**src/rtl/clkcond_pkg.sv**
```systemverilog
package clkcond_pkg;

  // Next state of a counter that wraps from `last` back to zero.
  function automatic int unsigned wrap_inc(input int unsigned v, input int unsigned last);
    return (v >= last) ? 0 : v + 1;
  endfunction

  // Ready request after each source has been gated by its active-low enable.
  function automatic logic ready_qualify(input logic ra, input logic ra_en_n,
                                         input logic rb, input logic rb_en_n);
    return (ra & ~ra_en_n) | (rb & ~rb_en_n);
  endfunction

endpackage

```
**src/rtl/osc_divider.sv**
```systemverilog
module osc_divider
  import clkcond_pkg::*;
#(
  parameter int DIV_RATIO = 3
) (
  input  logic osc_clk,
  input  logic sys_rst_n,
  output logic cpu_clk,
  output logic per_clk,
  output logic prd_start
);
  localparam int CW   = (DIV_RATIO > 2) ? $clog2(DIV_RATIO) : 1;
  localparam int LAST = DIV_RATIO - 1;

  logic [CW-1:0] phase_q;

  // The edge that closes phase LAST opens the next processor-clock period.
  assign prd_start = (phase_q == CW'(LAST));

  always_ff @(posedge osc_clk or negedge sys_rst_n) begin
    if (!sys_rst_n) begin
      phase_q <= CW'(LAST);
      cpu_clk <= 1'b0;
      per_clk <= 1'b0;
    end else begin
      phase_q <= CW'(wrap_inc(int'(phase_q), LAST));
      cpu_clk <= prd_start;
      if (prd_start) per_clk <= ~per_clk;
    end
  end

  AST_CLK_ONE_THIRD: assert property (@(posedge osc_clk) disable iff (!sys_rst_n)
    $rose(cpu_clk) |=> !cpu_clk ##1 !cpu_clk ##1 cpu_clk);
  AST_CLK_SINGLE_HIGH: assert property (@(posedge osc_clk) disable iff (!sys_rst_n)
    cpu_clk |=> !cpu_clk);
  AST_PCLK_ON_RISE: assert property (@(posedge osc_clk) disable iff (!sys_rst_n)
    !$stable(per_clk) |-> $rose(cpu_clk));
  AST_PCLK_EVERY_RISE: assert property (@(posedge osc_clk) disable iff (!sys_rst_n)
    $rose(cpu_clk) |-> !$stable(per_clk));

endmodule

```
**src/rtl/period_sync.sv**
```systemverilog
module period_sync #(
  parameter int   STAGES  = 2,
  parameter logic RST_VAL = 1'b0
) (
  input  logic osc_clk,
  input  logic sys_rst_n,
  input  logic adv,
  input  logic d,
  output logic q
);
  logic [STAGES-1:0] chain_q;

  always_ff @(posedge osc_clk or negedge sys_rst_n) begin
    if (!sys_rst_n)  chain_q <= {STAGES{RST_VAL}};
    else if (adv)    chain_q <= {chain_q[STAGES-2:0], d};
  end

  assign q = chain_q[STAGES-1];

  AST_SYNC_HOLDS: assert property (@(posedge osc_clk) disable iff (!sys_rst_n)
    !adv |=> $stable(q));

endmodule

```
**src/rtl/cpu_clk_cond.sv**
```systemverilog
module cpu_clk_cond
  import clkcond_pkg::*;
#(
  parameter int DIV_RATIO   = 3,
  parameter int SYNC_STAGES = 2
) (
  input  logic osc_clk,
  input  logic sys_rst_n,
  input  logic rst_req_n,
  input  logic rdy_a,
  input  logic rdy_a_en_n,
  input  logic rdy_b,
  input  logic rdy_b_en_n,
  output logic cpu_clk,
  output logic per_clk,
  output logic osc_buf,
  output logic cpu_reset,
  output logic cpu_ready
);
  logic prd_start;
  logic rdy_qual;

  assign osc_buf  = osc_clk;
  assign rdy_qual = ready_qualify(rdy_a, rdy_a_en_n, rdy_b, rdy_b_en_n);

  osc_divider #(.DIV_RATIO(DIV_RATIO)) u_div (
    .osc_clk  (osc_clk),
    .sys_rst_n(sys_rst_n),
    .cpu_clk  (cpu_clk),
    .per_clk  (per_clk),
    .prd_start(prd_start)
  );

  period_sync #(.STAGES(SYNC_STAGES), .RST_VAL(1'b1)) u_rst_sync (
    .osc_clk  (osc_clk),
    .sys_rst_n(sys_rst_n),
    .adv      (prd_start),
    .d        (~rst_req_n),
    .q        (cpu_reset)
  );

  period_sync #(.STAGES(SYNC_STAGES), .RST_VAL(1'b0)) u_rdy_sync (
    .osc_clk  (osc_clk),
    .sys_rst_n(sys_rst_n),
    .adv      (prd_start),
    .d        (rdy_qual),
    .q        (cpu_ready)
  );

  AST_RESET_ON_EDGE: assert property (@(posedge osc_clk) disable iff (!sys_rst_n)
    !$stable(cpu_reset) |-> $rose(cpu_clk));
  AST_READY_ON_EDGE: assert property (@(posedge osc_clk) disable iff (!sys_rst_n)
    !$stable(cpu_ready) |-> $rose(cpu_clk));
  AST_CLK_IN_RESET: assert property (@(posedge osc_clk) disable iff (!sys_rst_n)
    (cpu_reset && $rose(cpu_clk)) |=> ##2 cpu_clk);

endmodule

```
**config.mk**
```make
export PLATFORM = sky130hd
export DESIGN_NAME = cpu_clk_cond
export DESIGN_NICKNAME = d
export VERILOG_FILES = /design/src/rtl/clkcond_pkg.sv /design/src/rtl/osc_divider.sv /design/src/rtl/period_sync.sv /design/src/rtl/cpu_clk_cond.sv
export SDC_FILE = /design/constraint.sdc
export NUM_CORES = 1
export LEC_CHECK = 0
export ABC_AREA = 1
export ABC_CLOCK_PERIOD_IN_PS = 1200
export BUFFER_PORTS_ARGS = -buffer_cell sky130_fd_sc_hd__buf_2
export CAP_MARGIN = 15
export CORE_AREA = 2 2 39 41
export CTS_CLUSTER_DIAMETER = 60
export DETAILED_ROUTE_END_ITERATION = 12
export DIE_AREA = 0 0 41 43
export PLACE_DENSITY = 0.53
export SLEW_MARGIN = 5
export SYNTH_ARGS = -nofsm -noshare
export SYNTH_HDL_FRONTEND = slang
export SYNTH_HIERARCHICAL = 1
export SYNTH_SLANG_ARGS = --single-unit
```
**constraint.sdc**
```tcl
create_clock -name osc_clk -period 1.2 [get_ports osc_clk]
set_input_delay 0.24 -clock osc_clk [delete_from_list [all_inputs] [get_ports osc_clk]]
set_output_delay 0.24 -clock osc_clk [all_outputs]
set_load 0.05 [all_outputs]
```
After elaboration in Yosys (flattened, before gate mapping) --
Index checks and enable logic that the tools add are counted.
Word-level totals: logic and storage cells 16, flip-flop bits (word level) 8, input port bits 7
Operators by class: equality and inequality tests 1, mux-type cells 1, order comparisons 1, add/sub/neg operators 1, bitwise gates (word level) 7
Operators by type and width (count):
- 1-bit inverter | 4
- 2-bit by 1-bit adder with 2-bit output (second input constant) | 1
- 1-bit AND | 2
- 2-bit equality test (second input constant) | 1
- 2-bit >= comparator (second input constant) | 1
- 2-bit 2-to-1 mux | 1
- 1-bit bitwise OR | 1

Longest topological paths before layout --
Gate-level depths: netlist (run 1).
depth after elaboration 3, mapped depth 6, depth with buffers taken out 6

Modules after synthesis --
The synthesis (run 1) kept the hierarchy.
By module, submodules not included:
- osc_divider | cells an instance 13, seq. area each 101.3 um^2, area each 136.4 um^2, times used 1
- period_sync (u_rst_sync) | cells an instance 9, seq. area each 52.6 um^2, area each 78.8 um^2, times used 1
- period_sync (u_rdy_sync) | cells an instance 9, seq. area each 50.0 um^2, area each 76.3 um^2, times used 1
- cpu_clk_cond | cells an instance 7, seq. area each 0.0 um^2, area each 30.0 um^2, times used 1

==> impl_metrics.env, run 1 <==
export IMPL_outcome="finished with violations"
export IMPL_violations="negative setup slack"
export IMPL_swShare=0.329
export IMPL_final_net_count=65
export IMPL_clk_latency_ns=0.36
export IMPL_hold_path_cells=4
export IMPL_rows=14
export IMPL_initial_core_utilization=0.232
export IMPL_grt_pass1_vias=243
export IMPL_hold_start="rst_req_n"
export IMPL_die_area_um2=1760
export IMPL_yosysUniqueCellTypes=7
export IMPL_reg2regPathDepth=5
export IMPL_critical_path_top_delay_family="flip-flops"
export IMPL_timing_critical_path_from_type="flip-flop"
export IMPL_rrSetupSlack_ns=0.17
export IMPL_max_vdd_ir_drop_v=0.00120
export IMPL_port_buffers=11
export IMPL_fp_dieH_um=43
export IMPL_final_layout_size_suffix_gt1_frac=0.386
export IMPL_antenna_found_initial=0
export IMPL_grt_overflow_total=0
export IMPL_netlist_instances=38
export IMPL_routed_wire_length_per_instance_um=7.62
export IMPL_pin_count=12
export IMPL_dp_final_hpwl_um=396
export IMPL_worst_clock_skew_ns=0.00515
export IMPL_gpl_final_weighted_congestion=0.713
export IMPL_share_clk_of_total_power=0.615
export IMPL_design_power_total_w=0.000900
export IMPL_syn_avg_cell_area_um2=8.46
export IMPL_slew_violations=0
export IMPL_synth_seq_cells=8
export IMPL_timing_critical_path_buf_inv=1
export IMPL_post_route_drc_count=0
export IMPL_max_stage_delay_ns=0.55
export IMPL_chipWidth_um=41
export IMPL_cts_tree="done"
export IMPL_drv_max_cap_violation_count=0
export IMPL_crit_arrival_ns=1.05
export IMPL_worst_pin_slew_ns=0.184
export IMPL_clkSlewWorstSetupHoldPaths_ns=0.05
export IMPL_timing_final_ws_setup_ns=-0.0876
export IMPL_synth_top_cell_area_share=0.389
export IMPL_hold_path_class="input port to flip-flop"
export IMPL_finalSetupViolations=1
export IMPL_worst_path_max_delay_cell="dfstp_2"
export IMPL_min_period_over_period=1.07
export IMPL_layout_area_overhead_vs_synth_pct=52.5
export IMPL_worst_ep_required_time_ns=0.96
export IMPL_finalHoldViolCount=0
export IMPL_antennaDiodeCount=0
export IMPL_placeableCoreArea_um2=1380
export IMPL_worst_r2r_endpoint="u_rdy_sync/chain_q[1]"
export IMPL_routed_wl_um=556
export IMPL_synth_top_cell_by_area="dfrtp_1"
export IMPL_max_slew_margin_rel=0.877
export IMPL_grt_use_total=0.0963
export IMPL_mappedNetlistArea_um2=322
export IMPL_cellLeakagePower_nw=0.276
export IMPL_fmaxAchievable_ghz=0.777
export IMPL_wire_length_of_the_first_global_routing_pass_um=993
export IMPL_path_cells="buf_8"
export IMPL_synth_warnings=6
export IMPL_switching_power_w=0.000296
export IMPL_period_minus_slack_ns=1.29
export IMPL_grt_setup_unrepaired="true"
export IMPL_fin_hold_ws_ns=0.0775
export IMPL_cellPowerDensity_nw_per_um2=1830
export IMPL_synth_area_leaders="dfrtp_1, dfstp_2, nand2_1, inv_1, buf_4"
export IMPL_drt_pre_antenna_iters=4
export IMPL_seq_area_frac_synth=0.634
export IMPL_drt_vias_per_instance=3.59
export IMPL_internal_power_w=0.000603
export IMPL_grt_start_max_net_pins=9
export IMPL_mappedNetlistNets=45
export IMPL_worst_r2r_startpoint="u_div/phase_q[1]"
export IMPL_first_drt_iteration_drcs=3
export IMPL_detail_route_antenna_nets=0
export IMPL_critical_path_max_fanout=2
export IMPL_worstHoldEndpoint="u_rst_sync/chain_q[0]"
export IMPL_finalSetupTns_ns=-0.0876
export IMPL_cp_end_kind="output pin"
export IMPL_power_share_sequential=0.319
export IMPL_comb_power_frac=0.066
export IMPL_critical_path_class="flip-flop to output pin"
export IMPL_route_vias_total=262
## synthesized netlist by cell type
cell type and n:
buf_4 1, dfrtp_1 5, dfstp_2 3, inv_1 8, nand2_1 18, nand3_1 1, nor2_1 2
## logic make-up (layout without fill, tap and decap cells)
logic type / Yosys count / in the layout / synth area share
buffers and inverters: 9 / 28 / 0.117
flip-flops: 8 / 8 / 0.634
AND/OR/NAND/NOR: 21 / 21 / 0.249
## cell type report
| class | instances | area (µm²) |
|---|---|---|
| tap | 16 | 20.0 |
| clock buffer | 7 | 56.3 |
| multi-input combinational | 21 | 80.1 |
| fill | 142 | 893 |
| timing repair buffer | 13 | 100 |
| inverter | 8 | 30.0 |
| sequential | 8 | 204 |
## placed cells by master, fill, tap and decap left out
master         instances
buf_6                  2
nand3_1                1
nand2_1               18
dfstp_2                3
clkbuf_1               1
inv_2                  1
dfrtp_1                5
buf_2                  6
buf_8                  2
nor2_1                 2
clkbuf_4               6
dlygate4sd3_1          1
buf_4                  2
inv_1                  7
## per-layer routing
metal  vias up  part of all wire  wire length, µm  track usage
met2        12              0.45              252       0.0813
li1        145                 -                -            -
met3         0             0.083               46       0.0628
met1       105              0.46              258        0.126
met4         0                 0                0        0.127
met5         -                 0                0            0
## power groups by stage
| stage | logic (W) | registers (W) | clock network, W |
|---|---|---|---|
| 4_1_cts | 0.0000566 | 0.000287 | 0.000573 |
| 5_1_grt | 0.0000656 | 0.000287 | 0.000597 |
| 3_3_place_gp | 0.0000464 | 0.000290 | 0.000159 |
| 2_1_floorplan | 0.0000106 | 0.000305 | 0.000180 |
| 6_report | 0.0000595 | 0.000287 | 0.000553 |
| 3_5_place_dp | 0.0000474 | 0.000290 | 0.000159 |
## registers in the layout, indices dropped and copies added (netlist names)
signal              count
u_div/cpu_clk           1
u_rdy_sync/chain_q      2
u_rst_sync/chain_q      2
u_div/per_clk           1
u_div/phase_q           2
## timing repair
item	CTS	global route
pin swaps	0	0
hold buffers	1	0
gates resized for setup	9	3
setup endpoints to repair	4	5
endpoints found under the hold margin	8	0
gates cloned	0	0
buffers inserted	0	2
## worst min-delay path: cells and delay by family
family	cells	cell delay, ns
buffers and inverters	2	0.10
AND/OR/NAND/NOR	2	0.09
## worst max-delay path by stage
stage	start	to	slack (ns)	cells past startpoint
4_1_cts	u_rst_sync/chain_q[1]	cpu_reset	-0.10	1
5_1_grt	u_rst_sync/chain_q[1]	cpu_reset	-0.13	1
6_report	u_rst_sync/chain_q[1]	cpu_reset	-0.09	1
2_1_floorplan	osc_clk	osc_buf	0.19	1
3_5_place_dp	u_div/phase_q[1]	u_rdy_sync/chain_q[1]	0.12	5
3_3_place_gp	u_div/phase_q[1]	u_rdy_sync/chain_q[1]	0.16	5
## through the flow
step	area (µm²)	worst slack, ns	instances	util
floorplan	322	0.193	38	-
global placement	389	0.161	64	0.281
detailed placement	389	0.117	64	0.281
CTS	469	-0.104	71	0.339
global route	490	-0.128	73	0.354
finish	490	-0.0876	73	0.354
(Power assumes the default switching activity.)
==> inputs of run 2 (changes only) <==
--- a/config.mk
+++ b/config.mk
@@ -13,9 +13,8 @@
 export CTS_CLUSTER_DIAMETER = 60
 export DETAILED_ROUTE_END_ITERATION = 12
 export DIE_AREA = 0 0 41 43
-export PLACE_DENSITY = 0.53
+export PLACE_DENSITY = 0.52
 export SLEW_MARGIN = 5
 export SYNTH_ARGS = -nofsm -noshare
 export SYNTH_HDL_FRONTEND = slang
-export SYNTH_HIERARCHICAL = 1
 export SYNTH_SLANG_ARGS = --single-unit
==> impl_metrics.env, run 2 <==
export IMPL_worst_path_max_delay_cell="dfstp_2"
export IMPL_maxUsedRoutingLayer="met3"
export IMPL_critical_path_class="flip-flop to output pin"
export IMPL_final_common_cell="nand2_1"
export IMPL_placeableCoreArea_um2=1380
export IMPL_die_area_um2=1760
export IMPL_postPlaceCellArea_um2=375
export IMPL_gpl_final_weighted_congestion=0.593
export IMPL_postLayoutCellArea_um2=462
export IMPL_syn_avg_cell_area_um2=9.93
export IMPL_reg2regPathDepth=4
export IMPL_power_share_sequential=0.316
export IMPL_drt_pre_antenna_iters=2
export IMPL_route_met3_wl_um=47
export IMPL_synth_area_leaders="dfrtp_1, dfstp_2, nand2_1, inv_1, nand2_4"
export IMPL_most_frequently_used_cell_type_in_the_post_synthesis_netlist="nand2_1"
export IMPL_synth_edf_count=0
export IMPL_clkSlewWorstSetupHoldPaths_ns=0.05
export IMPL_timing_critical_path_from_type="flip-flop"
export IMPL_rows=14
export IMPL_internal_power_w=0.000601
export IMPL_max_slew_margin_rel=0.880
export IMPL_synth_area_in_xor_xnor=0.0285
export IMPL_synth_top_cell_by_area="dfrtp_1"
export IMPL_switching_power_w=0.000307
export IMPL_netlist_instances=31
export IMPL_port_buffers=11
export IMPL_worstHoldEndpoint="u_rst_sync.chain_q[0]"
export IMPL_antennaDiodeCount=0
export IMPL_worst_r2r_endpoint="u_rst_sync.chain_q[1]"
export IMPL_mappedNetlistArea_um2=308
export IMPL_violations="negative setup slack"
export IMPL_antenna_found_initial=0
export IMPL_proportion_of_synthesized_flip_flops_having_asynchronous_set_or_reset=1.00
export IMPL_crit_arrival_ns=1.04
export IMPL_min_period_over_period=1.07
export IMPL_most_common_layout_cells="nand2_1, clkbuf_4, buf_2"
export IMPL_routed_wl_um=590
export IMPL_mappedNetlistNets=38
export IMPL_cellLeakagePower_nw=0.269
export IMPL_multiInputGateArea_um2=81.3
export IMPL_swShare=0.338
export IMPL_path_cells="buf_8"
export IMPL_synth_cells_most_frequent="nand2_1, dfrtp_1, dfstp_2, inv_1, nor2_1"
export IMPL_post_synth_fa_ha_maj_area_fraction=0
export IMPL_pin_count=12
export IMPL_final_net_count=56
export IMPL_finalSetupTns_ns=-0.0844
export IMPL_share_of_the_synthesized_area_in_compound_gates_ao_oa_aoi_oai=0.0163
export IMPL_yosysUniqueCellTypes=10
export IMPL_outcome="finished with violations"
export IMPL_final_seq_area_um2=204
export IMPL_timing_critical_path_buf_inv=1
export IMPL_synth_top_cell_area_share=0.407
export IMPL_slew_violations=0
export IMPL_seq_area_frac_synth=0.663
export IMPL_initial_core_utilization=0.222
export IMPL_worst_ep_required_time_ns=0.96
export IMPL_met1_length_um=242
export IMPL_grt_pass1_vias=267
export IMPL_period_minus_slack_ns=1.28
export IMPL_layout_area_overhead_vs_synth_pct=50.0
export IMPL_rrSetupSlack_ns=0.31
export IMPL_route_vias_total=249
export IMPL_dominant_combinational_cell_family_by_area_after_synthesis="simple AND/OR/NAND/NOR gates"
export IMPL_worst_r2r_startpoint="u_div.phase_q[1]"
export IMPL_worst_pin_slew_ns=0.179
export IMPL_synth_seq_cells=8
export IMPL_final_layout_size_suffix_gt1_frac=0.438
export IMPL_chipWidth_um=41
export IMPL_reg_largest_list="u_div.phase_q (2), u_rdy_sync.chain_q (2), u_rst_sync.chain_q (2)"
export IMPL_drt_vias_per_instance=3.89
export IMPL_critical_path_top_delay_family="flip-flops"
export IMPL_synth_warnings=0
export IMPL_hold_path_class="input port to flip-flop"
export IMPL_grt_use_total=0.0929
export IMPL_clk_latency_ns=0.36
export IMPL_drv_max_cap_violation_count=0
export IMPL_layout_filler_cells=149
export IMPL_grt_overflow_total=0
export IMPL_hold_start="rst_req_n"
export IMPL_grt_setup_unrepaired="true"
export IMPL_cp_num_cells=1
export IMPL_detail_route_antenna_nets=0
export IMPL_max_vdd_ir_drop_v=0.000917
export IMPL_routed_wire_length_per_instance_um=9.22
export IMPL_hold_path_cells=2
export IMPL_fp_dieH_um=43
export IMPL_cellPowerDensity_nw_per_um2=1970
export IMPL_wl_met2_um=300
export IMPL_comb_power_frac=0.060
export IMPL_yosys_mux_area_fraction=0
export IMPL_fmaxAchievable_ghz=0.779
export IMPL_first_drt_iteration_drcs=3
export IMPL_cp_end_kind="output pin"
export IMPL_worst_clock_skew_ns=0.00377
export IMPL_postLayoutCoreUtil=0.334
export IMPL_share_clk_of_total_power=0.624
export IMPL_max_stage_delay_ns=0.54
export IMPL_synth_ff_type="dfrtp_1"
export IMPL_timing_final_ws_setup_ns=-0.0844
export IMPL_wire_length_of_the_first_global_routing_pass_um=917
export IMPL_grt_start_max_net_pins=9
export IMPL_finalHoldViolCount=0
export IMPL_yosys_area_share_simple=0.220
export IMPL_finalSetupViolations=1
export IMPL_cts_tree="done"
export IMPL_critical_path_max_fanout=2
export IMPL_post_route_drc_count=0
-- run 2: changes by cell type after synthesis, sizes merged --
cell and change:
inv -4, nand2 -4, nand3 -1, o21ai +1, xnor2 +1
-- run 2: layout make-up --
cell class              instances  share of cell area
flip-flops and latches          8               0.442
repair buffers                 11               0.184
multi-input cells              18               0.176
clock buffers                   7               0.122
well taps                      16              0.0434
inverters                       4              0.0325
-- run 2: how the worst max path moves through the flow --
stage                               start        end  slack, ns
floorplan                         osc_clk    osc_buf       0.19
CTS                 u_rst_sync.chain_q[1]  cpu_reset       -0.1
finish              u_rst_sync.chain_q[1]  cpu_reset      -0.08
global placement                  osc_clk    osc_buf       0.17
global route        u_rst_sync.chain_q[1]  cpu_reset      -0.11
detailed placement                osc_clk    osc_buf       0.17
-- run 2: routing by layer --
metal | global-route usage | up-vias
met5 | 0 | -
met2 | 0.103 | 10
met1 | 0.0787 | 115
met4 | 0.173 | 0
li1 | - | 124
met3 | 0.0471 | 0
-- run 2: power groups by stage --
stage                     sequential, W  clock, W  combinational (W)
after floorplan                0.000305  0.000180          0.0000103
after global placement         0.000290  0.000159          0.0000454
after detailed placement       0.000290  0.000159          0.0000463
after CTS                      0.000286  0.000577          0.0000542
after global routing           0.000288  0.000603          0.0000605
final                          0.000287  0.000566          0.0000547
-- run 2: cells by family (layout without fill, tap and decap cells) --
family | count (synthesis) | after routing
AO/OA/AOI/OAI | 1 | 1
XOR/XNOR | 1 | 1
buffers and inverters | 5 | 22
flip-flops | 8 | 8
AND/OR/NAND/NOR | 16 | 16
-- run 2: through the flow --
stage	power, W	setup slack (ns)	cells	hold WS, ns
2_1_floorplan	0.000495	0.193	31	-0.0556
3_3_place_gp	0.000494	0.172	57	0.0889
3_5_place_dp	0.000495	0.172	57	0.0901
4_1_cts	0.000917	-0.0962	64	0.0326
5_1_grt	0.000951	-0.114	64	0.0435
6_report	0.000908	-0.0844	64	0.0405
-- run 2: repair_timing --
item                                   in CTS  in global routing
hold buffers                                1                  0
gates resized for setup                     9                  2
setup endpoints to repair                   4                  4
setup buffers                               0                  0
endpoints found under the hold margin       8                  0
==> inputs of run 3 (changes only) <==
--- a/config.mk
+++ b/config.mk
@@ -8,7 +8,6 @@
 export ABC_AREA = 1
 export ABC_CLOCK_PERIOD_IN_PS = 1200
 export BUFFER_PORTS_ARGS = -buffer_cell sky130_fd_sc_hd__buf_2
-export CAP_MARGIN = 15
 export CORE_AREA = 2 2 39 41
 export CTS_CLUSTER_DIAMETER = 60
 export DETAILED_ROUTE_END_ITERATION = 12
==> constraint.sdc (replaced) <==
create_clock -name osc_clk -period 1.2 [get_ports osc_clk]
set_input_delay 0.24 -clock osc_clk [delete_from_list [all_inputs] [get_ports osc_clk]]
set_output_delay 0.24 -clock osc_clk [all_outputs]
set_load 0.01 [all_outputs]
==> impl_metrics.env, run 3 (synthesis gave the netlist of run 2 again) <==
export IMPL_outcome="finished with violations"
export IMPL_violations="negative setup slack"
export IMPL_met1_length_um=243
export IMPL_drt_pre_antenna_iters=4
export IMPL_cts_tree="done"
export IMPL_route_vias_total=248
export IMPL_reg_largest_list="u_div.phase_q (2), u_rdy_sync.chain_q (2), u_rst_sync.chain_q (2)"
export IMPL_port_buffers=11
export IMPL_route_met3_wl_um=52
export IMPL_routed_wire_length_per_instance_um=8.23
export IMPL_fp_dieH_um=43
export IMPL_pre_cts_ws_ns=0.245
export IMPL_timing_critical_path_from_type="flip-flop"
export IMPL_worst_ep_required_time_ns=0.96
export IMPL_max_slew_margin_rel=0.881
export IMPL_final_net_count=58
export IMPL_cellLeakagePower_nw=0.272
export IMPL_initial_core_utilization=0.222
export IMPL_cp_end_kind="output pin"
export IMPL_grt_start_max_net_pins=9
export IMPL_post_route_drc_count=0
export IMPL_grt_overflow_total=0
export IMPL_timing_final_ws_setup_ns=-0.0135
export IMPL_period_minus_slack_ns=1.21
export IMPL_worst_pin_slew_ns=0.178
export IMPL_wl_met2_um=229
export IMPL_layout_area_overhead_vs_synth_pct=45.5
export IMPL_postLayoutCoreUtil=0.324
export IMPL_gpl_final_weighted_congestion=0.604
export IMPL_internal_power_w=0.000562
export IMPL_crit_arrival_ns=0.97
export IMPL_comb_power_frac=0.054
export IMPL_swShare=0.227
export IMPL_antennaDiodeCount=0
export IMPL_drt_vias_per_instance=3.76
export IMPL_place_inst=57
export IMPL_critical_path_top_delay_family="flip-flops"
export IMPL_clkSlewWorstSetupHoldPaths_ns=0.05
export IMPL_wire_length_of_the_first_global_routing_pass_um=897
export IMPL_fmaxAchievable_ghz=0.824
export IMPL_die_area_um2=1760
export IMPL_worst_path_max_delay_cell="dfstp_2"
export IMPL_finalHoldViolCount=0
export IMPL_chipWidth_um=41
export IMPL_max_vdd_ir_drop_v=0.000451
export IMPL_antenna_found_initial=0
export IMPL_power_share_sequential=0.394
export IMPL_timing_critical_path_buf_inv=1
export IMPL_most_common_layout_cells="nand2_1, buf_2, clkbuf_4"
export IMPL_final_layout_size_suffix_gt1_frac=0.460
export IMPL_finalSetupViolations=1
export IMPL_pin_count=12
export IMPL_min_period_over_period=1.01
export IMPL_path_cells="buf_6"
export IMPL_placeableCoreArea_um2=1380
export IMPL_share_clk_of_total_power=0.553
export IMPL_grt_setup_unrepaired="true"
export IMPL_hold_path_class="input port to flip-flop"
export IMPL_drv_max_cap_violation_count=0
export IMPL_grt_pass1_vias=232
export IMPL_final_common_cell="nand2_1"
export IMPL_worst_clock_skew_ns=0.0141
export IMPL_dp_final_hpwl_um=411
export IMPL_finalNonFillerCells=66
export IMPL_cellPowerDensity_nw_per_um2=1620
export IMPL_max_stage_delay_ns=0.53
export IMPL_switching_power_w=0.000165
export IMPL_first_drt_iteration_drcs=9
export IMPL_maxUsedRoutingLayer="met4"
export IMPL_critical_path_max_fanout=2
export IMPL_detail_route_antenna_nets=0
export IMPL_clk_latency_ns=0.36
export IMPL_slew_violations=0
export IMPL_critical_path_class="flip-flop to output pin"
export IMPL_rows=14
export IMPL_routed_wl_um=543
export IMPL_fin_hold_ws_ns=0.0527
export IMPL_grt_use_total=0.0909
[run 3: cell types whose count changed in the layout (fill, tap and decap cells not counted)]
cell / delta
buf_2: +4
buf_4: +1
buf_6: -1
buf_8: -2
[run 3: stage by stage]
step                instance area, µm²  power, W  setup TNS [ns]
finish                             448  0.000727         -0.0135
global route                       448  0.000780         -0.0500
CTS                                448  0.000748         -0.0293
detailed placement                 375  0.000374               0
global placement                   375  0.000373               0
floorplan                          308  0.000371               0
[run 3: area by class of cell]
type,count,area [µm²]
fill,148,936
multi-input combinational,18,81.3
timing repair buffer,12,73.8
inverter,4,15.0
clock buffer,8,53.8
tap,16,20.0
sequential,8,204
[run 3: final timing paths]
path | from | end | slack (ns) | cells after the start
setup / recovery | u_rst_sync.chain_q[1] | cpu_reset | -0.01 | 1
hold / removal | rst_req_n | u_rst_sync.chain_q[0] | 0.05 | 2
setup reg to reg | u_div.phase_q[1] | u_rst_sync.chain_q[0] | 0.31 | 2
hold reg to reg | u_div.phase_q[0] | u_div.phase_q[0] | 0.42 | 1
max in group asynchronous | sys_rst_n | u_rst_sync.chain_q[1] | 0.71 | 2
min in group asynchronous | sys_rst_n | u_div.per_clk | 0.24 | 2
[run 3: timing repair]
item	CTS	global route
gates resized for setup	1	0
endpoints found under the hold margin	8	0
endpoints found under the setup margin	1	1
cloned	0	0
buffers inserted	1	0
hold buffers	1	0
[run 3: routing by layer]
layer | vias up | global-route usage
met3 | 3 | 0.0471
met1 | 104 | 0.102
met5 | - | 0
li1 | 130 | -
met2 | 11 | 0.0906
met4 | 0 | 0.140
[run 3: power by group through the flow]
stage                      clock, W  combinational [W]  sequential (W)
after CTS                  0.000421          0.0000404        0.000286
after floorplan           0.0000687          0.0000103        0.000292
after global placement    0.0000504          0.0000328        0.000290
after detailed placement  0.0000504          0.0000331        0.000290
after global routing       0.000447          0.0000456        0.000287
final                      0.000402          0.0000390        0.000286
